===== src/rtl/venv_pkg.sv =====
package venv_pkg;

   typedef enum logic [2:0] {
      EV_OFF,
      EV_ATTACK,
      EV_DECAY,
      EV_SUSTAIN,
      EV_RELEASE,
      EV_REVERB,
      EV_DAMP
   } env_state_t;

   localparam int CODE_W = 4;
   localparam int RATE_W = 6;
   localparam int STEP_W = 4;

endpackage


===== src/rtl/venv_rate_scale.sv =====
module venv_rate_scale
   import venv_pkg::*;
(
   input  logic [CODE_W-1:0] raw,
   input  logic [CODE_W-1:0] octave,
   input  logic [CODE_W-1:0] corr,
   input  logic              fn9,
   output logic [RATE_W-1:0] rate
);

   localparam int ACC_W    = 9;
   localparam int MAX_RATE = (1 << RATE_W) - 1;

   logic signed [ACC_W-1:0] acc;

   always_comb begin
      acc = ($signed({{(ACC_W-CODE_W){octave[CODE_W-1]}}, octave})
             + $signed({{(ACC_W-CODE_W){1'b0}}, corr})) * 9'sd2
            + $signed({{(ACC_W-1){1'b0}}, fn9})
            + $signed({{(ACC_W-CODE_W-2){1'b0}}, raw, 2'b00});
      if (raw == '0)
         rate = '0;
      else if (raw == '1)
         rate = RATE_W'(MAX_RATE);
      else if (corr == '1)
         rate = {raw, 2'b00};
      else if (acc < 0)
         rate = '0;
      else if (acc > ACC_W'(MAX_RATE))
         rate = RATE_W'(MAX_RATE);
      else
         rate = acc[RATE_W-1:0];
   end

endmodule


===== src/rtl/venv_inc_gen.sv =====
module venv_inc_gen
   import venv_pkg::*;
#(
   parameter int CNT_W = 18
) (
   input  logic [RATE_W-1:0] rate,
   input  logic              attack,
   input  logic [CNT_W-1:0]  count,
   output logic              upd,
   output logic [STEP_W-1:0] inc
);

   localparam int PHASES = 8;

   logic [3:0]               sh;
   logic [CNT_W-1:0]         mask;
   logic [2:0]               phase;
   logic [PHASES*STEP_W-1:0] inc_flat;

   always_comb begin
      sh    = (rate < 6'd48) ? (4'd12 - rate[5:2]) : 4'd0;
      mask  = (CNT_W'(1) << sh) - CNT_W'(1);
      upd   = (count & mask) == '0;
      phase = 3'(count >> sh);
   end

   for (genvar ph = 0; ph < PHASES; ph++) begin : g_phase
      localparam bit ODD  = (ph % 2) == 1;
      localparam bit LONZ = (ph % 4) != 0;
      localparam bit LO1  = ODD || (ph == 4);
      localparam bit NZ   = ph != 0;
      localparam bit TOP  = (ph % 4) == 3;
      localparam logic [3:0] LO_SET = {NZ, LONZ, LO1, ODD};
      localparam logic [3:0] HI_SET = {LONZ, ODD, TOP, 1'b0};

      logic [STEP_W-1:0] val;

      always_comb begin
         if (rate < 6'd52)
            val = LO_SET[rate[1:0]] ? 4'd1 : 4'd0;
         else if (rate < 6'd56)
            val = HI_SET[rate[1:0]] ? 4'd2 : 4'd1;
         else if (rate < 6'd60)
            val = HI_SET[rate[1:0]] ? 4'd4 : 4'd2;
         else
            val = attack ? 4'd8 : 4'd4;
      end

      assign inc_flat[ph*STEP_W +: STEP_W] = val;
   end

   assign inc = inc_flat[phase*STEP_W +: STEP_W];

endmodule


===== src/rtl/voice_envelope.sv =====
module voice_envelope
   import venv_pkg::*;
#(
   parameter int ATT_W     = 10,
   parameter int CNT_W     = 18,
   parameter int REV_LEVEL = 96,
   parameter int DL_UNIT   = 16,
   parameter int DAMP_RATE = 56,
   parameter int REV_CODE  = 5
) (
   input  logic             clk,
   input  logic             rst_n,
   input  logic [CNT_W-1:0] eg_count,
   input  logic             key_on,
   input  logic             key_off,
   input  logic             damp,
   input  logic [3:0]       rate_atk,
   input  logic [3:0]       rate_dec1,
   input  logic [3:0]       rate_dec2,
   input  logic [3:0]       rate_rel,
   input  logic [3:0]       decay_lvl,
   input  logic [3:0]       rate_corr,
   input  logic [3:0]       octave,
   input  logic             fnum_b9,
   input  logic             reverb_en,
   output logic [ATT_W-1:0] atten,
   output logic             active
);

   localparam int MAX_ATT = (1 << (ATT_W - 1)) - 1;
   localparam int SUM_W   = ATT_W + 1;
   localparam int PROD_W  = ATT_W + 5;

   if (CNT_W < 15) begin : g_cnt_chk
      $error("voice_envelope: CNT_W must cover a 12-bit shift plus 3 phase bits");
   end
   if (31 * DL_UNIT > MAX_ATT) begin : g_dl_chk
      $error("voice_envelope: decay level range exceeds attenuation range");
   end
   if (REV_LEVEL >= MAX_ATT) begin : g_rev_chk
      $error("voice_envelope: reverb threshold must lie below silence");
   end
   if (DAMP_RATE > 63 || REV_CODE > 14) begin : g_rate_chk
      $error("voice_envelope: fixed rates out of range");
   end

   env_state_t          st_q, st_d;
   logic [ATT_W-1:0]    att_q, att_d;
   logic                act_q, act_d;

   logic [CODE_W-1:0]   raw_sel;
   logic [RATE_W-1:0]   scaled_rate, eff_rate;
   logic                upd;
   logic [STEP_W-1:0]   inc;
   logic                step_ok, cmd;
   logic [ATT_W-1:0]    dl_thr;
   logic [PROD_W-1:0]   prod, dec;
   logic                atk_zero;
   logic [ATT_W-1:0]    atk_next;
   logic [SUM_W-1:0]    sum;
   logic                at_ceiling;
   logic [ATT_W-1:0]    grown;
   logic                can_reverb;

   always_comb begin
      unique case (st_q)
         EV_ATTACK:  raw_sel = rate_atk;
         EV_DECAY:   raw_sel = rate_dec1;
         EV_SUSTAIN: raw_sel = rate_dec2;
         EV_RELEASE: raw_sel = rate_rel;
         EV_REVERB:  raw_sel = CODE_W'(REV_CODE);
         default:    raw_sel = '0;
      endcase
   end

   venv_rate_scale u_scale (
      .raw    (raw_sel),
      .octave (octave),
      .corr   (rate_corr),
      .fn9    (fnum_b9),
      .rate   (scaled_rate)
   );

   assign eff_rate = (st_q == EV_DAMP) ? RATE_W'(DAMP_RATE) : scaled_rate;

   venv_inc_gen #(.CNT_W(CNT_W)) u_inc (
      .rate   (eff_rate),
      .attack (st_q == EV_ATTACK),
      .count  (eg_count),
      .upd    (upd),
      .inc    (inc)
   );

   always_comb begin
      cmd     = key_on | key_off | damp;
      step_ok = (st_q != EV_OFF) && (eff_rate >= 6'd4) && upd;
      dl_thr  = (decay_lvl == 4'hF) ? ATT_W'(31 * DL_UNIT)
                                    : ATT_W'(32'(decay_lvl) * DL_UNIT);
      prod     = (PROD_W'(att_q) + PROD_W'(1)) * PROD_W'(inc);
      dec      = (prod + PROD_W'(7)) >> 3;
      atk_zero = PROD_W'(att_q) <= dec;
      atk_next = att_q - dec[ATT_W-1:0];
      sum        = SUM_W'(att_q) + SUM_W'(inc);
      at_ceiling = sum >= SUM_W'(MAX_ATT);
      grown      = at_ceiling ? ATT_W'(MAX_ATT) : sum[ATT_W-1:0];
      can_reverb = (st_q == EV_DECAY) || (st_q == EV_SUSTAIN) || (st_q == EV_RELEASE);
   end

   always_comb begin
      st_d  = st_q;
      att_d = att_q;
      act_d = act_q;
      if (damp) begin
         st_d = EV_DAMP;
      end else if (key_on) begin
         st_d  = EV_ATTACK;
         act_d = 1'b1;
      end else if (key_off) begin
         if (act_q && st_q != EV_REVERB)
            st_d = EV_RELEASE;
      end else if (step_ok) begin
         if (st_q == EV_ATTACK) begin
            if (atk_zero) begin
               att_d = '0;
               st_d  = (decay_lvl != '0) ? EV_DECAY : EV_SUSTAIN;
            end else begin
               att_d = atk_next;
            end
         end else begin
            att_d = grown;
            if (reverb_en && can_reverb && grown > ATT_W'(REV_LEVEL))
               st_d = EV_REVERB;
            else if (st_q == EV_DECAY) begin
               if (grown >= dl_thr)
                  st_d = EV_SUSTAIN;
            end else if (at_ceiling)
               act_d = 1'b0;
         end
      end
   end

   always_ff @(posedge clk or negedge rst_n) begin
      if (!rst_n) begin
         st_q  <= EV_OFF;
         att_q <= ATT_W'(MAX_ATT);
         act_q <= 1'b0;
      end else begin
         st_q  <= st_d;
         att_q <= att_d;
         act_q <= act_d;
      end
   end

   assign atten  = att_q;
   assign active = act_q;

   AST_ATT_CEIL: assert property (@(posedge clk) disable iff (!rst_n)
      atten <= ATT_W'(MAX_ATT));
   AST_SILENT_AT_CEIL: assert property (@(posedge clk) disable iff (!rst_n)
      $fell(active) |-> atten == ATT_W'(MAX_ATT));
   AST_IDLE_HOLD: assert property (@(posedge clk) disable iff (!rst_n)
      (!upd || cmd || eff_rate < 6'd4) |=> $stable(atten));
   AST_KEYON_ATTACK: assert property (@(posedge clk) disable iff (!rst_n)
      (key_on && !damp) |=> (st_q == EV_ATTACK) && active);
   AST_DAMP_WINS: assert property (@(posedge clk) disable iff (!rst_n)
      damp |=> st_q == EV_DAMP);
   AST_REVERB_STICKY: assert property (@(posedge clk) disable iff (!rst_n)
      (st_q == EV_REVERB && key_off && !key_on && !damp) |=> st_q == EV_REVERB);
   AST_OFF_STAYS: assert property (@(posedge clk) disable iff (!rst_n)
      (st_q == EV_OFF && !key_on && !damp) |=> (st_q == EV_OFF) && $stable(atten));
   AST_ATTACK_DESCENDS: assert property (@(posedge clk) disable iff (!rst_n)
      (st_q == EV_ATTACK && !cmd) |=> atten <= $past(atten));

endmodule


===== config.mk =====
export PLATFORM = sky130hd
export DESIGN_NAME = voice_envelope
export DESIGN_NICKNAME = d
export VERILOG_FILES = /design/src/rtl/venv_pkg.sv /design/src/rtl/venv_rate_scale.sv /design/src/rtl/venv_inc_gen.sv /design/src/rtl/voice_envelope.sv
export SDC_FILE = /design/constraint.sdc
export NUM_CORES = 1
export LEC_CHECK = 0
export ABC_AREA = 1
export BUFFER_PORTS_ARGS = -buffer_cell sky130_fd_sc_hd__buf_2
export CORE_MARGIN = 1
export CORE_UTILIZATION = 42
export DETAILED_ROUTE_END_ITERATION = 8
export PLACE_DENSITY = 0.68
export SYNTH_ARGS = -nofsm -noshare
export SYNTH_HDL_FRONTEND = slang
export SYNTH_SLANG_ARGS = --single-unit

===== constraint.sdc =====
create_clock -name clk -period 16 [get_ports clk]
set_input_delay 3.2 -clock clk [delete_from_list [all_inputs] [get_ports clk]]
set_output_delay 3.2 -clock clk [all_outputs]
set_load 0.005 [all_outputs]

==> run summary <==
HPWL after DPL: 11.2 mm
H-tree depth: 1
cells on worst reg2reg path: 66
WL/cell: 12.8 um
Min-Delay Endpoint: active
Req. time, crit path: 16.17 ns
Residual DRC: 0
CP bufs+invs: 5
pin count of the biggest net entering global routing: 21
Hold Crit Start: active
post-CTS setup buffers: 0
Pre-antenna DRT Iters: 5
Antenna Nets Post-Route: 0
CTS Buf Count: 3
PortBufs: 63
reg-to-reg critical path startpoint: st_q[2]
post-synthesis sequential element count: 14
CP most frequent cell: nand2_1
DIE AREA: 12300 sq um
CTS tree: yes
FFs w/ async S/R, synth: 1.00
hold path cells: 2
# setup viols final: 0
clk_lat worst skew: 0.24 ns
DR vias: 5244
Longest Clk Path Bufs: 2
mapped cell area: 4980 sq um
violation count after the first detailed-route iteration: 312
Final TNS setup: 0 ns
Max-Cap Viols: 0
CP peak stage delay: 0.49 ns
Worst-Margin Slew: 1.16 ns
status: completed
Die Ht: 111 um
commonest non-fill, non-tap cell in the layout: nand2_1
syn nets: 953
Max Fclk: 0.0823 GHz
first-pass GRT wire length: 22.9 mm
overall routing resource usage: 0.221
core box area: 11500 sq um
crit path capture type: flop
RSZ-0062 raised after global routing: false
GPL Wtd Cong: 0.945
gate count of the mapped netlist: 817
sequential fraction of the synthesis area: 0.0726
Mean Syn Cell Area: 6.10 sq um
share of post-route cells with drive strength above 1: 0.147
min Tclk post-route: 12.15 ns
GRT overflow: 0
Hold Crit Class: reg -> reg
Slew Viols, Final: 0
fin crit share: 0.759
critical path type: in -> reg
CTS hold repair buffers: 0
vias in the first global route: 5029
post-synthesis cell type count: 48
CP max-delay cell: fa_1
post-CTS sizing: 0
commonest cells after routing, fill and taps aside: nand2_1 (220), inv_1 (113), nor2_1 (100)
CP top delay family: simple AND/OR/NAND/NOR gates
Max-slew headroom: 0.225
Nets: 1012
Layout Skew: 0.000618 ns
CTS sink cnt: 14
Main synth FF type: dfstp_2
Vias/cell: 5.15
Crit Reg-Reg Endpoint: atten[6]
critical path peak fanout: 13
flop2flop setup slack: 6.68 ns
Die Wd: 111 um
synthesis-to-layout area growth: 10.6%
# IOs: 64
clock transition at the registers of the reported paths: 0.05 ns
critical path arrival: 12.32 ns
Yosys warning total: 0
Rows: 39
Root Buffer: clkbuf_16
CP startpoint kind: input pin
final hold violation count: 0
number of synthesized flops with an enable pin: 0
Starting Density: 0.435
Ant. Diodes: 0
initial antenna violation count: 0
overall routed net length: 13.1 mm
==> per-stage QoR <==
step                hold slack (ns)  area [sq um]   util  worst slack [ns]  instances
floorplan                     0.494          4980      -              4.87        817
global placement              0.491          5420  0.473              3.77       1014
detailed placement            0.508          5420  0.473              3.64       1014
CTS                           0.520          5510  0.481              3.87       1018
global route                  0.567          5510  0.481              2.72       1018
finish                        0.521          5510  0.481              3.85       1018
==> kinds of logic after synthesis <==
kind of cell / Yosys count / share of synthesized area
compound gates: 107 / 0.126
xor+xnor: 34 / 0.0598
fa+ha+maj: 83 / 0.242
buf+inv: 141 / 0.111
flops: 14 / 0.0726
simple gates: 438 / 0.389
==> worst register-to-register path, delay by kind of cell, from the launching register on <==
family          cells  cell delay, ns
simple gates       42            4.18
fa+ha+maj           7            2.39
compound gates     10            1.51
buf+inv             7            0.76
flops               1            0.44
==> flip-flops by register name, summed over array words and instances, names as in the netlist <==
register and flops:
atten 10, active 1, st_q 3
==> metal layers <==
metal / track usage / vias to the layer above / share of wire
met3: 0.0191 / 30 / 0.037
met2: 0.378 / 142 / 0.47
met5: 0 / - / 0
li1: - / 2763 / -
met4: 0.0729 / 0 / 0.029
met1: 0.291 / 2309 / 0.46
==> synthesized netlist by cell type (2+ instances only) <==
cell,n,area share
nand2_1,220,0.17
inv_1,113,0.085
nor2_1,100,0.075
ha_1,61,0.15
nand3_1,56,0.056
o21ai_0,30,0.030
xor2_1,25,0.044
a21oi_1,24,0.024
fa_1,22,0.088
inv_2,18,0.014
nand4_1,18,0.023
o21ai_1,18,0.018
nand2_2,13,0.016
dfstp_2,9,0.047
nor3_1,9,0.0090
xnor2_1,9,0.016
o211ai_1,7,0.011
o22ai_1,7,0.0088
dfrtp_1,5,0.025
a31oi_1,4,0.0050
a21o_1,3,0.0045
buf_2,3,0.0030
clkbuf_1,3,0.0023
nand3_2,3,0.0060
nor2_2,3,0.0038
nor4_1,3,0.0038
a211oi_1,2,0.0030
buf_6,2,0.0045
nand2_4,2,0.0045
nand3_4,2,0.0070
nand3b_1,2,0.0030
o21ai_2,2,0.0035
o21bai_1,2,0.0030
o31ai_1,2,0.0030
or2_2,2,0.0025
==> how the worst max path moves through the flow <==
stage	from	endpoint	slack (ns)	depth (start not counted)
4_1_cts	rate_corr[0]	atten[3]	3.87	64
5_1_grt	rate_corr[0]	atten[6]	2.72	64
3_5_place_dp	rate_corr[0]	atten[1]	3.64	64
6_report	rate_corr[0]	atten[6]	3.85	64
2_1_floorplan	rate_corr[0]	atten[0]	4.87	64
3_3_place_gp	rate_corr[0]	atten[0]	3.77	64
==> cell type report <==
class	count	area [sq um]
Fill cell	1194	5960
Clock buffer	4	88.8
Sequential cell	14	362
Inverter	132	498
Multi-Input combinational cell	662	4070
Tap cell	143	179
Timing Repair Buffer	63	315
Power is not shown: default switching activity piles up to over one toggle a cycle in this logic, so the estimate is an artifact.
